`config.mk`:
```
export PLATFORM = sky130hd
export DESIGN_NAME = esq_fetch_seq
export DESIGN_NICKNAME = d
export VERILOG_FILES = /design/src/rtl/esq_pkg.sv /design/src/rtl/esq_region_fifo.sv /design/src/rtl/esq_fetch_ctrl.sv /design/src/rtl/esq_exec_track.sv /design/src/rtl/esq_fetch_seq.sv
export SDC_FILE = /design/constraint.sdc
export NUM_CORES = 1
export LEC_CHECK = 0
export BUFFER_PORTS_ARGS = -buffer_cell sky130_fd_sc_hd__buf_2
export CAP_MARGIN = 20
export CORE_ASPECT_RATIO = 0.75
export CORE_MARGIN = 2
export CORE_UTILIZATION = 30
export CTS_BUF_LIST = sky130_fd_sc_hd__clkbuf_2
export CTS_CLUSTER_SIZE = 12
export DETAILED_ROUTE_END_ITERATION = 10
export GPL_ROUTABILITY_DRIVEN = 0
export PLACE_DENSITY = 0.48
export SLEW_MARGIN = 20
export SYNTH_ARGS = -nofsm -noshare
export SYNTH_HDL_FRONTEND = slang
export SYNTH_SLANG_ARGS = --single-unit
```
`constraint.sdc`:
```
create_clock -name clk -period 9.64 [get_ports clk]
set_input_delay 0.482 -clock clk [delete_from_list [all_inputs] [get_ports clk]]
set_output_delay 0.482 -clock clk [all_outputs]
set_load 0.005 [all_outputs]
```
`src/rtl/esq_pkg.sv`:
```
package esq_pkg;
   typedef enum logic [1:0] {
      ST_REQ   = 2'd0,
      ST_WAIT  = 2'd1,
      ST_RUN   = 2'd2,
      ST_DRAIN = 2'd3
   } fetch_st_e;
endpackage

```
`src/rtl/esq_region_fifo.sv`:
```
module esq_region_fifo #(
   parameter int DEPTH  = 4,
   parameter int ADDR_W = 32,
   parameter int EXIT_W = 3
) (
   input  logic              clk,
   input  logic              rst_n,
   input  logic              push,
   input  logic [ADDR_W-1:0] push_pc,
   input  logic [EXIT_W-1:0] push_exit,
   input  logic              pop,
   input  logic              clear,
   output logic              full,
   output logic              empty,
   output logic [ADDR_W-1:0] head_pc,
   output logic [EXIT_W-1:0] head_exit
);
   localparam int PW = (DEPTH > 1) ? $clog2(DEPTH) : 1;
   localparam int CW = $clog2(DEPTH + 1);

   if (DEPTH < 1 || (DEPTH & (DEPTH - 1)) != 0) begin : g_bad_depth
      $error("esq_region_fifo: DEPTH must be a power of two");
   end

   if (DEPTH == 1) begin : g_single
      logic              vld_q;
      logic [ADDR_W-1:0] pc_q;
      logic [EXIT_W-1:0] ex_q;
      always_ff @(posedge clk) begin
         if (!rst_n || clear) begin
            vld_q <= 1'b0;
            pc_q  <= '0;
            ex_q  <= '0;
         end else if (push) begin
            vld_q <= 1'b1;
            pc_q  <= push_pc;
            ex_q  <= push_exit;
         end else if (pop) begin
            vld_q <= 1'b0;
         end
      end
      assign full      = vld_q;
      assign empty     = !vld_q;
      assign head_pc   = pc_q;
      assign head_exit = ex_q;
   end else begin : g_ring
      logic [ADDR_W-1:0] pc_mem [DEPTH];
      logic [EXIT_W-1:0] ex_mem [DEPTH];
      logic [PW-1:0]     wptr_q, rptr_q;
      logic [CW-1:0]     cnt_q;
      logic              do_pop;

      assign do_pop = pop && (cnt_q != '0);

      always_ff @(posedge clk) begin
         if (!rst_n || clear) begin
            wptr_q <= '0;
            rptr_q <= '0;
            cnt_q  <= '0;
         end else begin
            if (push) wptr_q <= wptr_q + PW'(1);
            if (do_pop) rptr_q <= rptr_q + PW'(1);
            if (push && !do_pop) cnt_q <= cnt_q + CW'(1);
            else if (!push && do_pop) cnt_q <= cnt_q - CW'(1);
         end
      end

      for (genvar i = 0; i < DEPTH; i++) begin : g_slot
         always_ff @(posedge clk) begin
            if (!rst_n) begin
               pc_mem[i] <= '0;
               ex_mem[i] <= '0;
            end else if (push && wptr_q == PW'(i)) begin
               pc_mem[i] <= push_pc;
               ex_mem[i] <= push_exit;
            end
         end
      end

      assign full      = (cnt_q == CW'(DEPTH));
      assign empty     = (cnt_q == '0);
      assign head_pc   = pc_mem[rptr_q];
      assign head_exit = ex_mem[rptr_q];
   end
endmodule

```
`src/rtl/esq_fetch_ctrl.sv`:
```
module esq_fetch_ctrl
   import esq_pkg::*;
#(
   parameter int                ADDR_W   = 32,
   parameter int                EXIT_W   = 3,
   parameter int                STEP     = 4,
   parameter logic [ADDR_W-1:0] RESET_PC = '0
) (
   input  logic              clk,
   input  logic              rst_n,
   input  logic              q_full,
   output logic              pq_valid,
   input  logic              pq_ready,
   output logic [ADDR_W-1:0] pq_pc,
   input  logic              pr_valid,
   input  logic [EXIT_W-1:0] pr_exit,
   input  logic [ADDR_W-1:0] pr_target,
   output logic              fe_valid,
   output logic [ADDR_W-1:0] fe_pc,
   input  logic              fe_branch,
   input  logic              flush,
   input  logic [ADDR_W-1:0] flush_pc,
   output logic              push,
   output logic [ADDR_W-1:0] push_pc,
   output logic [EXIT_W-1:0] push_exit
);
   localparam logic [ADDR_W-1:0] STEP_V = ADDR_W'(STEP);

   if (STEP < 1) begin : g_bad_step
      $error("esq_fetch_ctrl: STEP must be positive");
   end

   fetch_st_e         state_q, state_d;
   logic [ADDR_W-1:0] fpc_q, fpc_d;
   logic [ADDR_W-1:0] rpc_q;
   logic [ADDR_W-1:0] ptgt_q;
   logic [EXIT_W-1:0] pexit_q;
   logic [EXIT_W-1:0] fcnt_q, fcnt_d;
   logic              fire, at_exit;

   assign pq_valid  = (state_q == ST_REQ) && !q_full;
   assign pq_pc     = fpc_q;
   assign fe_valid  = (state_q == ST_RUN);
   assign fe_pc     = fpc_q;
   assign fire      = pq_valid && pq_ready;
   assign at_exit   = fe_valid && fe_branch && (fcnt_q == pexit_q);
   assign push      = (state_q == ST_WAIT) && pr_valid && !flush;
   assign push_pc   = rpc_q;
   assign push_exit = pr_exit;

   always_comb begin
      state_d = state_q;
      fpc_d   = fpc_q;
      fcnt_d  = fcnt_q;
      if (flush) begin
         fpc_d  = flush_pc;
         fcnt_d = '0;
         unique case (state_q)
            ST_REQ:   state_d = fire ? ST_DRAIN : ST_REQ;
            ST_WAIT:  state_d = pr_valid ? ST_REQ : ST_DRAIN;
            ST_RUN:   state_d = ST_REQ;
            ST_DRAIN: state_d = pr_valid ? ST_REQ : ST_DRAIN;
            default:  state_d = ST_REQ;
         endcase
      end else begin
         unique case (state_q)
            ST_REQ: if (fire) state_d = ST_WAIT;
            ST_WAIT: if (pr_valid) begin
               state_d = ST_RUN;
               fcnt_d  = '0;
            end
            ST_RUN: if (at_exit) begin
               state_d = ST_REQ;
               fpc_d   = ptgt_q;
               fcnt_d  = '0;
            end else begin
               fpc_d = fpc_q + STEP_V;
               if (fe_branch) fcnt_d = fcnt_q + EXIT_W'(1);
            end
            ST_DRAIN: if (pr_valid) state_d = ST_REQ;
            default: state_d = ST_REQ;
         endcase
      end
   end

   always_ff @(posedge clk) begin
      if (!rst_n) begin
         state_q <= ST_REQ;
         fpc_q   <= RESET_PC;
         fcnt_q  <= '0;
         rpc_q   <= RESET_PC;
         ptgt_q  <= '0;
         pexit_q <= '0;
      end else begin
         state_q <= state_d;
         fpc_q   <= fpc_d;
         fcnt_q  <= fcnt_d;
         if (fire && !flush) rpc_q <= fpc_q;
         if (push) begin
            ptgt_q  <= pr_target;
            pexit_q <= pr_exit;
         end
      end
   end
endmodule

```
`src/rtl/esq_exec_track.sv`:
```
module esq_exec_track #(
   parameter int ADDR_W = 32,
   parameter int EXIT_W = 3
) (
   input  logic              clk,
   input  logic              rst_n,
   input  logic              ex_valid,
   input  logic              ex_branch,
   input  logic              ex_taken,
   input  logic [ADDR_W-1:0] ex_target,
   input  logic              q_empty,
   input  logic [ADDR_W-1:0] head_pc,
   input  logic [EXIT_W-1:0] head_exit,
   output logic              pop,
   output logic              flush,
   output logic              up_valid,
   output logic [ADDR_W-1:0] up_pc,
   output logic [EXIT_W-1:0] up_exit,
   output logic              mispredict,
   output logic [ADDR_W-1:0] redirect_pc
);
   logic [EXIT_W-1:0] ecnt_q;
   logic              br_seen, br_taken, exit_match;

   assign br_seen    = ex_valid && ex_branch;
   assign br_taken   = br_seen && ex_taken;
   assign exit_match = !q_empty && (head_exit == ecnt_q);
   assign pop        = br_taken && exit_match;
   assign flush      = br_taken && !exit_match;

   always_ff @(posedge clk) begin
      if (!rst_n) begin
         ecnt_q      <= '0;
         up_valid    <= 1'b0;
         up_pc       <= '0;
         up_exit     <= '0;
         mispredict  <= 1'b0;
         redirect_pc <= '0;
      end else begin
         up_valid   <= br_taken;
         mispredict <= flush;
         if (br_taken) begin
            ecnt_q  <= '0;
            up_exit <= ecnt_q;
            up_pc   <= q_empty ? '0 : head_pc;
         end else if (br_seen) begin
            ecnt_q <= ecnt_q + EXIT_W'(1);
         end
         if (flush) redirect_pc <= ex_target;
      end
   end
endmodule

```
`src/rtl/esq_fetch_seq.sv`:
```
module esq_fetch_seq #(
   parameter int                ADDR_W   = 32,
   parameter int                EXIT_W   = 3,
   parameter int                STEP     = 4,
   parameter int                Q_DEPTH  = 4,
   parameter logic [ADDR_W-1:0] RESET_PC = 'h1000
) (
   input  logic              clk,
   input  logic              rst_n,
   output logic              pq_valid,
   input  logic              pq_ready,
   output logic [ADDR_W-1:0] pq_pc,
   input  logic              pr_valid,
   input  logic [EXIT_W-1:0] pr_exit,
   input  logic [ADDR_W-1:0] pr_target,
   output logic              fe_valid,
   output logic [ADDR_W-1:0] fe_pc,
   input  logic              fe_branch,
   input  logic              ex_valid,
   input  logic              ex_branch,
   input  logic              ex_taken,
   input  logic [ADDR_W-1:0] ex_target,
   output logic              up_valid,
   output logic [ADDR_W-1:0] up_pc,
   output logic [EXIT_W-1:0] up_exit,
   output logic              mispredict,
   output logic [ADDR_W-1:0] redirect_pc
);
   if (ADDR_W < 2 || EXIT_W < 1) begin : g_bad_width
      $error("esq_fetch_seq: ADDR_W and EXIT_W too small");
   end

   logic              q_push, q_pop, q_full, q_empty, flush;
   logic [ADDR_W-1:0] q_push_pc, q_head_pc;
   logic [EXIT_W-1:0] q_push_exit, q_head_exit;

   esq_fetch_ctrl #(
      .ADDR_W(ADDR_W), .EXIT_W(EXIT_W), .STEP(STEP), .RESET_PC(RESET_PC)
   ) u_fetch (
      .clk(clk), .rst_n(rst_n), .q_full(q_full),
      .pq_valid(pq_valid), .pq_ready(pq_ready), .pq_pc(pq_pc),
      .pr_valid(pr_valid), .pr_exit(pr_exit), .pr_target(pr_target),
      .fe_valid(fe_valid), .fe_pc(fe_pc), .fe_branch(fe_branch),
      .flush(flush), .flush_pc(ex_target),
      .push(q_push), .push_pc(q_push_pc), .push_exit(q_push_exit)
   );

   esq_region_fifo #(
      .DEPTH(Q_DEPTH), .ADDR_W(ADDR_W), .EXIT_W(EXIT_W)
   ) u_regq (
      .clk(clk), .rst_n(rst_n),
      .push(q_push), .push_pc(q_push_pc), .push_exit(q_push_exit),
      .pop(q_pop), .clear(flush),
      .full(q_full), .empty(q_empty),
      .head_pc(q_head_pc), .head_exit(q_head_exit)
   );

   esq_exec_track #(
      .ADDR_W(ADDR_W), .EXIT_W(EXIT_W)
   ) u_exec (
      .clk(clk), .rst_n(rst_n),
      .ex_valid(ex_valid), .ex_branch(ex_branch), .ex_taken(ex_taken),
      .ex_target(ex_target),
      .q_empty(q_empty), .head_pc(q_head_pc), .head_exit(q_head_exit),
      .pop(q_pop), .flush(flush),
      .up_valid(up_valid), .up_pc(up_pc), .up_exit(up_exit),
      .mispredict(mispredict), .redirect_pc(redirect_pc)
   );
endmodule

```
==> results of run 1 <==
-- placed cells by master, fill, tap and decap left out, types with 4 or more instances in the layout --
cell type	count
a211o_1	4
a21oi_1	60
a221oi_1	7
a22o_1	45
a31oi_1	15
and2_1	141
and3_1	14
and4_1	4
buf_2	208
buf_4	18
clkbuf_2	140
clkinv_1	9
dfxtp_1	184
dlygate4sd3_1	78
edfxtp_1	140
ha_1	7
inv_1	5
mux4_2	35
nand2_1	163
nand3_1	91
nand4_1	12
nor2_1	42
nor3_1	13
o21a_1	4
o21ai_0	85
o21ai_1	10
o221ai_1	8
o22ai_1	4
xor2_1	9
-- final cells by class --
| cell class | count | area share, % |
|---|---|---|
| Sequential cell | 325 | 47.2 |
| Multi-Input combinational cell | 826 | 31.7 |
| Timing Repair Buffer | 304 | 11.7 |
| Tap cell | 595 | 4.44 |
| Clock buffer | 140 | 4.18 |
| Clock inverter | 16 | 0.694 |
| Inverter | 6 | 0.134 |
| Antenna cell | 1 | 0.0149 |
-- kinds of logic (layout without fill, tap and decap cells) --
family / Yosys count / after routing / synth area share, %
XOR/XNOR: 15 / 15 / 1.11
multiplexers: 39 / 39 / 5.97
adder cells (fa/ha/maj): 8 / 8 / 0.775
buffers and inverters: 138 / 466 / 5.04
AO/OA/AOI/OAI: 260 / 260 / 11.9
flip-flops: 325 / 325 / 56.9
AND/OR/NAND/NOR: 504 / 504 / 18.2
other: 0 / 1 / 0
-- where the power goes --
part           switching, mW  leakage [nW]  internal [mW]
Clock                  0.588         0.644          0.431
Sequential            0.0549          2.95           1.48
Combinational          0.140          3.14         0.0994
Total                  0.783          6.73           2.01
-- critical path, cell delays in order (launching register included) --
cell and delay, ns:
dfxtp_4 0.85, mux4_2 0.64, xnor2_2 0.25, a41oi_4 0.14, buf_4 0.30, nor2_4 0.12
buf_4 0.56, and3_2 0.76, and2_1 0.21
-- layer usage --
metal  vias to the layer above  track usage (%)
met5                         -                0
met1                      5136             25.9
met2                       313             25.5
met4                         0             5.58
met3                        60             4.37
li1                       5197                -
-- state kept, by name, indices dropped and copies added (netlist names), 12 cells and up, named ones only --
name	cells
u_exec.redirect_pc	32
u_exec.up_pc	32
u_fetch.fe_pc	32
u_fetch.ptgt_q	32
u_fetch.push_pc	32
u_regq.g_ring.ex_mem	12
u_regq.g_ring.pc_mem	128
-- final timing paths --
kind | from | end | slack [ns] | cells after the start
setup / recovery | flip-flop | u_regq.g_ring.pc_mem[1][28] | 5.58 | 8
setup reg to reg | flip-flop | u_regq.g_ring.pc_mem[1][28] | 5.58 | 8
hold reg to reg | u_exec.redirect_pc[17] | u_exec.redirect_pc[17] | 0.45 | 2
hold / removal | pr_target[2] | u_fetch.ptgt_q[2] | 0.25 | 4
-- per-stage QoR --
| step | area [um2] | instances |
|---|---|---|
| after global routing | 16800 | 2213 |
| after floorplan | 13900 | 1289 |
| final | 16800 | 2213 |
| after detailed placement | 15200 | 1978 |
| after CTS | 16800 | 2212 |
| after global placement | 15200 | 1978 |
-- what timing repair did --
action | CTS | global route
hold endpoints to repair | 122 | 0
hold buffers | 78 | 0
setup buffers | 0 | 0
==> impl_metrics.py, run 1 <==
metrics = {
    "route": {
        "dr_wl_met3_um": 2460,
        "vias": 10700,
        "wl_per_cell_um": 19.1,
        "wl_met1_um": 21200,
        "initialDrtViolationCount": 732,
        "drc": 0,
        "finalWirelength_um": 42300,
        "routed_via_density": 4.84,
        "first_pass_iters": 5,
        "maxUsedRoutingLayer": "met4",
        "ant_nets": 0,
        "wl_met2_um": 17900,
    },
    "floorplan": {
        "rows": 68,
        "dieArea_mm2": 0.0480,
        "die_w_um": 252,
        "die_h_um": 190,
        "start_util_pct": 30.3,
        "core-area_mm2": 0.0459,
        "io_pins": 210,
    },
    "synthesis": {
        "synth_ff_type": "dfxtp_1",
        "synth_seq_cells": 325,
        "syn-num-nets": 1372,
        "synthTopCellsByArea": "edfxtp_1 30%, dfxtp_1 27%, and2_1 6.4%",
        "yosysMostFrequentCell": "dfxtp_1",
        "synthCells": 1289,
        "syn_area_mm2": 0.0139,
        "synthArstFlopShare_pct": 0,
        "synth-edff-count": 140,
        "seq_area_frac_synth_pct": 56.9,
        "yosysWarnings": 0,
        "yosys.area.top_type_share_pct": 30.3,
        "syn_avg_cell_area_um2": 10.8,
        "synth_top_area_cell": "edfxtp_1",
        "synthDistinctLibCells": 59,
        "synth_common_cells": "185 x dfxtp_1, 163 x nand2_1, 141 x and2_1",
    },
    "timing": {
        "tightest_slew_ns": 0.974,
        "hold_violations": 0,
        "finalSetupViolCount": 0,
        "fin_crit_ns": 4.06,
        "holdWs_ns": 0.254,
        "clock_skew_ns": 0.0610,
        "max_freq_mhz": 246,
        "period_share_pct": 42.1,
        "relSlewSlack_pct": 34.9,
        "setup-tns-final_ns": 0,
        "fin_ws_ns": 5.58,
        "rsz0062_at_grt": "no",
        "finalMaxSlewViolations": 0,
    },
    "clock_tree": {
        "cts-resized-gates": 0,
        "clk_pin_slew_ns": 0.09,
        "clk_path_buf_depth": 3,
        "cts_root_buf": "clkbuf_2",
        "cts.sinks": 325,
        "clk_latency_ns": 0.99,
        "cts_tree": "yes",
        "numCtsBuffers": 86,
        "cts_max_level": 3,
    },
    "global_route": {
        "antenna_found_initial": 1,
        "grt_pass1_wl_um": 64400,
        "grt_pass1_vias": 10700,
        "grt-ovfl-total": 0,
        "grt_usage_pct": 17.7,
        "grt_max_degree": 92,
    },
    "min_path": {
        "hp-class": "input pin to flip-flop",
    },
    "power_and_ir_drop": {
        "p_total_mw": 2.80,
        "power-per-cell-area_mw_per_mm2": 167,
        "max-vdd-ir-drop_mv": 0.0832,
        "power.leakage_nw": 6.73,
    },
    "final_layout": {
        "multi_input_area_mm2": 0.00532,
        "area_delta_synth_final_pct": 20.8,
        "drive_above_1_share_pct": 26.3,
        "seq_area_mm2": 0.00791,
        "post-route-util_pct": 36.6,
        "fillers": 4575,
        "finish.net_count": 1632,
    },
    "run": {
        "maxCapViolCount": 0,
    },
    "placed_design": {
        "pre_cts_ws_ns": 5.49,
        "hpwlAfterDp_um": 26400,
        "io_buffers": 209,
    },
    "critical_path": {
        "cp-end-kind": "flip-flop",
        "path_max_fanout": 78,
        "start_kind": "flip-flop",
        "critPathArrivalTime_ns": 4.86,
        "required_ns": 10.44,
        "worstSetupPathType": "flip-flop to flip-flop",
    },
    "run_status": {
        "status": "completed",
    },
}
Power figures use the tool's default switching activity.
==> run 2: changes to the inputs <==
==> constraint.sdc (replaced) <==
create_clock -name clk -period 4.3 [get_ports clk]
set_input_delay 0.215 -clock clk [delete_from_list [all_inputs] [get_ports clk]]
set_output_delay 0.215 -clock clk [all_outputs]
set_load 0.005 [all_outputs]
==> run 2 against run 1 <==
  * Clock skew rose by 0.029 ns
  * Global-route usage increased by 0.83 points
  * Sequential share of layout area down 3.4 points
  * Worst hold slack worse by 0.13 ns
  * Fmax up 0.86%
  * Clock-buffer cell count rose by 6
  * Clock power grew 120%
==> impl_metrics.py, run 2 (synthesized netlist as in run 1, its figures left out) <==
metrics = {
    "run_status": {
        "status": "completed",
    },
    "global_route": {
        "grt_usage_pct": 18.5,
        "grt_util_met3_pct": 5.02,
        "grt_pass1_vias": 11600,
        "grt-busiest-layer": "met2",
        "grt-ovfl-total": 0,
        "met1_usage_pct": 25.6,
        "grt_pass1_wl_um": 68100,
        "antenna_found_initial": 2,
        "grt_max_degree": 81,
        "globalRouteMet2Util_pct": 28.1,
    },
    "clock_tree": {
        "cts.sinks": 325,
        "clk_pin_slew_ns": 0.10,
        "cts_root_buf": "clkbuf_2",
        "numCtsBuffers": 89,
        "cts_tree": "yes",
        "clk_path_buf_depth": 3,
        "cts_max_level": 3,
        "postCtsSetupRepairBufs": 0,
        "clk_latency_ns": 1.03,
    },
    "timing": {
        "period_share_pct": 93.6,
        "fin_ws_ns": 0.273,
        "fin_crit_ns": 4.03,
        "setup-tns-final_ns": 0,
        "rsz0062_at_grt": "no",
        "tightest_slew_ns": 1.17,
        "finalMaxSlewViolations": 0,
        "max_freq_mhz": 248,
        "clock_skew_ns": 0.0897,
        "finalSetupViolCount": 0,
        "relSlewSlack_pct": 21.4,
        "hold_violations": 0,
    },
    "final_layout": {
        "finish.net_count": 1771,
        "largest_register": "u_regq.g_ring.pc_mem",
        "final_cell_mix": "208 x buf_2, 207 x dlygate4sd3_1, 184 x dfxtp_1, 163 x nand2_1, 146 x clkbuf_2",
        "layout_commonest_cell": "buf_2",
        "largest_register_ffs": 128,
        "fillers": 4548,
        "final_cells": 2356,
        "drive_above_1_share_pct": 24.7,
        "area_delta_synth_final_pct": 30.3,
    },
    "route": {
        "finalWirelength_um": 44400,
        "first_pass_iters": 5,
        "wl_per_cell_um": 18.9,
        "routed_via_density": 4.84,
        "initialDrtViolationCount": 709,
        "drc": 0,
        "vias": 11400,
        "ant_nets": 0,
    },
    "min_path": {
        "hp-class": "input pin to flip-flop",
    },
    "critical_path": {
        "start_kind": "flip-flop",
        "critPathArrivalTime_ns": 4.93,
        "required_ns": 5.21,
        "path_max_fanout": 68,
        "cp-end-kind": "flip-flop",
        "worstSetupPathType": "flip-flop to flip-flop",
    },
    "power_and_ir_drop": {
        "power.leakage_nw": 7.30,
        "power-per-cell-area_mw_per_mm2": 347,
        "max-vdd-ir-drop_mv": 0.127,
    },
    "run": {
        "maxCapViolCount": 0,
    },
    "placed_design": {
        "pre_cts_ws_ns": 1.40,
        "io_buffers": 209,
        "dp.cells": 1985,
        "hpwlAfterDp_um": 26900,
    },
    "floorplan": {
        "rows": 68,
        "start_util_pct": 30.3,
        "io_pins": 210,
        "die_w_um": 252,
        "dieArea_mm2": 0.0480,
        "die_h_um": 190,
        "core-area_mm2": 0.0459,
    },
}
## run 2: changes by cell type in the layout (fill, tap and decap cells not counted), sizes merged
cell	delta
buf	+7
bufinv	-2
clkbuf	+6
clkinv	+3
dlygate4sd3	+129
## run 2: metrics by stage
stage | power (mW) | utilization, % | hold slack, ns | cell area (um2)
global route | 6.61 | 39.5 | 0.00844 | 18100
floorplan | 3.77 | - | 0.327 | 13900
finish | 6.27 | 39.5 | 0.128 | 18100
CTS | 6.36 | 39.4 | 0.00602 | 18100
global placement | 4.01 | 33.2 | 0.432 | 15200
detailed placement | 4.01 | 33.2 | 0.434 | 15200
## run 2: metal layers
metal	up-vias	routed length (um)
met5	-	14
met4	2	908
met3	71	2530
met2	335	19600
met1	5513	21400
li1	5475	-
## run 2: where the power goes
part | switching, mW | internal, mW | leakage (nW)
Clock | 1.32 | 0.883 | 0.645
Sequential | 0.124 | 3.33 | 2.95
Combinational | 0.333 | 0.289 | 3.71
## run 2: final cells by class
type                    instances  area (um2)  share of cell area [%]
multi-input cells             826        5300                    29.3
clock buffers                 146         731                    4.04
flip-flops and latches        325        7910                    43.7
inverters                       6        22.5                   0.124
diodes                          1        2.50                  0.0138
repair buffers                440        3320                    18.4
clock inverters                17        67.6                   0.373
well taps                     595         744                    4.11
## run 2: what timing repair did
action | 4_1_cts | 5_1_grt
hold endpoints to repair | 165 | 0
hold buffers | 207 | 0
setup endpoints to repair | 0 | 27
gates resized for setup | 0 | 3
## run 2: path summary, 6_finish.rpt
check / cells past startpoint / start / slack, ns / end
min reg2reg: 2 / u_exec.redirect_pc[18] / 0.45 / u_exec.redirect_pc[18]
max: 10 / flip-flop / 0.27 / u_fetch.ptgt_q[26]
min: 4 / ex_target[24] / 0.13 / u_fetch.fe_pc[24]
max reg2reg: 10 / flip-flop / 0.27 / u_fetch.ptgt_q[26]
## run 2: critical path: stages, from the launching register on
cell	delay (ns)
dfxtp_2	0.40
mux4_2	0.54
xnor2_2	0.25
a41oi_4	0.16
dlygate4sd3_1	0.62
nor2_4	0.23
buf_8	0.37
nand3_1	0.13
dlygate4sd3_1	0.61
o21ai_0	0.07
dlygate4sd3_1	0.55
==> run 3: changes to the inputs <==
--- a/config.mk
+++ b/config.mk
@@ -9,12 +9,12 @@
 export CAP_MARGIN = 20
 export CORE_ASPECT_RATIO = 0.75
 export CORE_MARGIN = 2
-export CORE_UTILIZATION = 30
+export CORE_UTILIZATION = 45
 export CTS_BUF_LIST = sky130_fd_sc_hd__clkbuf_2
 export CTS_CLUSTER_SIZE = 12
 export DETAILED_ROUTE_END_ITERATION = 10
 export GPL_ROUTABILITY_DRIVEN = 0
-export PLACE_DENSITY = 0.48
+export PLACE_DENSITY = 0.66
 export SLEW_MARGIN = 20
 export SYNTH_ARGS = -nofsm -noshare
 export SYNTH_HDL_FRONTEND = slang
==> run 3 against run 2 <==
  * Combinational power down 12%
  * Critical endpoint is now u_fetch.ptgt_q[5]
  * Clock power shrank 5%
  * Critical path depth grew 1
  * Non-clock buffer count is 112 lower
  * Final cell count decreased by 14%
  * First-iteration DRC count is 32% higher
==> impl_metrics.py, run 3 (synthesized netlist as in run 1, its figures left out) <==
metrics = {
    "run_status": {
        "status": "completed",
    },
    "route": {
        "drc": 0,
        "wl_per_cell_um": 19.6,
        "routed_via_density": 5.44,
        "ant_nets": 0,
        "vias": 11100,
        "finalWirelength_um": 39900,
        "initialDrtViolationCount": 933,
        "first_pass_iters": 6,
    },
    "final_layout": {
        "final_cell_mix": "208 x buf_2, 184 x dfxtp_1, 163 x nand2_1, 141 x and2_1, 140 x edfxtp_1",
        "area_delta_synth_final_pct": 19.9,
        "seq_area_mm2": 0.00791,
        "final_cells": 2032,
        "largest_register": "u_regq.g_ring.pc_mem",
        "fillers": 2711,
        "finish.net_count": 1651,
        "multi_input_area_mm2": 0.00531,
        "largest_register_ffs": 128,
        "post-route-util_pct": 55.0,
        "layout_commonest_cell": "buf_2",
        "drive_above_1_share_pct": 25.2,
    },
    "timing": {
        "relSlewSlack_pct": 30.6,
        "fin_crit_ns": 4.03,
        "clock_skew_ns": 0.0614,
        "tightest_slew_ns": 1.04,
        "finalSetupViolCount": 0,
        "hold_violations": 0,
        "rsz0062_at_grt": "no",
        "setup-tns-final_ns": 0,
        "finalMaxSlewViolations": 0,
        "fin_ws_ns": 0.269,
        "period_share_pct": 93.7,
        "max_freq_mhz": 248,
    },
    "floorplan": {
        "dieArea_mm2": 0.0323,
        "core-area_mm2": 0.0303,
        "rows": 55,
        "io_pins": 210,
        "die_w_um": 207,
        "die_h_um": 156,
        "start_util_pct": 45.9,
    },
    "min_path": {
        "hp-class": "input pin to flip-flop",
        "min_from": "ex_target[1]",
        "hold_path_depth": 4,
        "hold_end": "u_exec.redirect_pc[1]",
    },
    "power_and_ir_drop": {
        "power-per-cell-area_mw_per_mm2": 365,
        "p_total_mw": 6.07,
        "max-vdd-ir-drop_mv": 0.173,
        "power.leakage_nw": 6.77,
    },
    "clock_tree": {
        "cts_root_buf": "clkbuf_2",
        "clk_pin_slew_ns": 0.12,
        "cts.sinks": 325,
        "postCtsSetupRepairBufs": 0,
        "numCtsBuffers": 81,
        "cts_max_level": 3,
        "clk_path_buf_depth": 3,
        "cts_tree": "yes",
        "clk_latency_ns": 0.90,
    },
    "global_route": {
        "grt-ovfl-total": 0,
        "grt_pass1_vias": 10900,
        "grt_usage_pct": 24.7,
        "grt_pass1_wl_um": 60900,
        "antenna_found_initial": 1,
        "grt_max_degree": 87,
    },
    "critical_path": {
        "reg2reg_depth": 11,
        "path_max_fanout": 70,
        "rrSetupSlack_ns": 0.27,
        "worstSetupPathType": "flip-flop to flip-flop",
        "critPathArrivalTime_ns": 4.87,
        "required_ns": 5.14,
        "r2r-end": "u_fetch.ptgt_q[5]",
        "cp-end-kind": "flip-flop",
        "start_kind": "flip-flop",
    },
    "run": {
        "maxCapViolCount": 0,
    },
    "placed_design": {
        "io_buffers": 209,
        "hpwlAfterDp_um": 24000,
        "dp.cells": 1790,
        "pre_cts_ws_ns": 1.08,
    },
}
## run 3: cell types whose count changed in the layout (fill, tap and decap cells not counted), moves of 2 or more
cell           before  now
inv_2               3    5
clkinv_1           12   19
buf_4              23   25
dlygate4sd3_1     207   94
clkbuf_2          146  119
## run 3: routing by layer
metal / global-route usage, % / part of all wire [%] / vias up
met5: 0 / 0 / -
li1: - / - / 5213
met1: 33.7 / 45 / 5301
met3: 5.81 / 7.3 / 93
met2: 37.6 / 45 / 447
met4: 10.8 / 3.3 / 0
## run 3: area by class of cell
| cell class | count | share of cell area (%) |
|---|---|---|
| Sequential cell | 325 | 47.5 |
| Multi-Input combinational cell | 826 | 31.9 |
| Timing Repair Buffer | 328 | 13.1 |
| Clock buffer | 119 | 3.58 |
| Tap cell | 399 | 3.00 |
| Clock inverter | 28 | 0.834 |
| Inverter | 6 | 0.135 |
| Antenna cell | 1 | 0.0150 |
## run 3: timing repair
| item | CTS | global route |
|---|---|---|
| endpoints found under the hold margin | 152 | 0 |
| hold buffers | 94 | 0 |
| setup endpoints to repair | 0 | 4 |
| gates resized for setup | 0 | 1 |
## run 3: worst max-delay path, cell delays in order (launching register included)
cell,delay (ns)
dfxtp_2,0.37
buf_4,0.32
mux4_2,0.59
xnor2_2,0.25
a41oi_4,0.15
buf_4,0.25
nor2_4,0.20
buf_6,0.42
nand3_1,0.13
dlygate4sd3_1,0.60
o21ai_0,0.08
dlygate4sd3_1,0.58
## run 3: stage by stage
| step | hold slack (ns) | cell area (um2) |
|---|---|---|
| floorplan | 0.327 | 13900 |
| global placement | 0.430 | 15000 |
| detailed placement | 0.436 | 15000 |
| CTS | 0.00369 | 16600 |
| global route | 0.0271 | 16700 |
| finish | 0.0875 | 16700 |
## run 3: worst max path at each step
stage              start                         end  slack, ns
3_5_place_dp   flip-flop            u_fetch.fe_pc[1]       1.08
5_1_grt        flip-flop           u_fetch.ptgt_q[8]      0.003
6_report       flip-flop           u_fetch.ptgt_q[5]       0.27
3_3_place_gp   flip-flop            u_fetch.fe_pc[0]       1.11
2_1_floorplan  flip-flop  u_regq.g_ring.ex_mem[0][0]       1.12
4_1_cts        flip-flop          u_fetch.ptgt_q[31]       0.21
## run 3: power by group
group / internal [mW] / total [mW] / leakage, nW / switching (mW)
Sequential: 3.33 / 3.45 / 2.95 / 0.121
Combinational: 0.231 / 0.545 / 3.26 / 0.314
Clock: 0.802 / 2.08 / 0.567 / 1.28
Total: 4.36 / 6.07 / 6.77 / 1.71
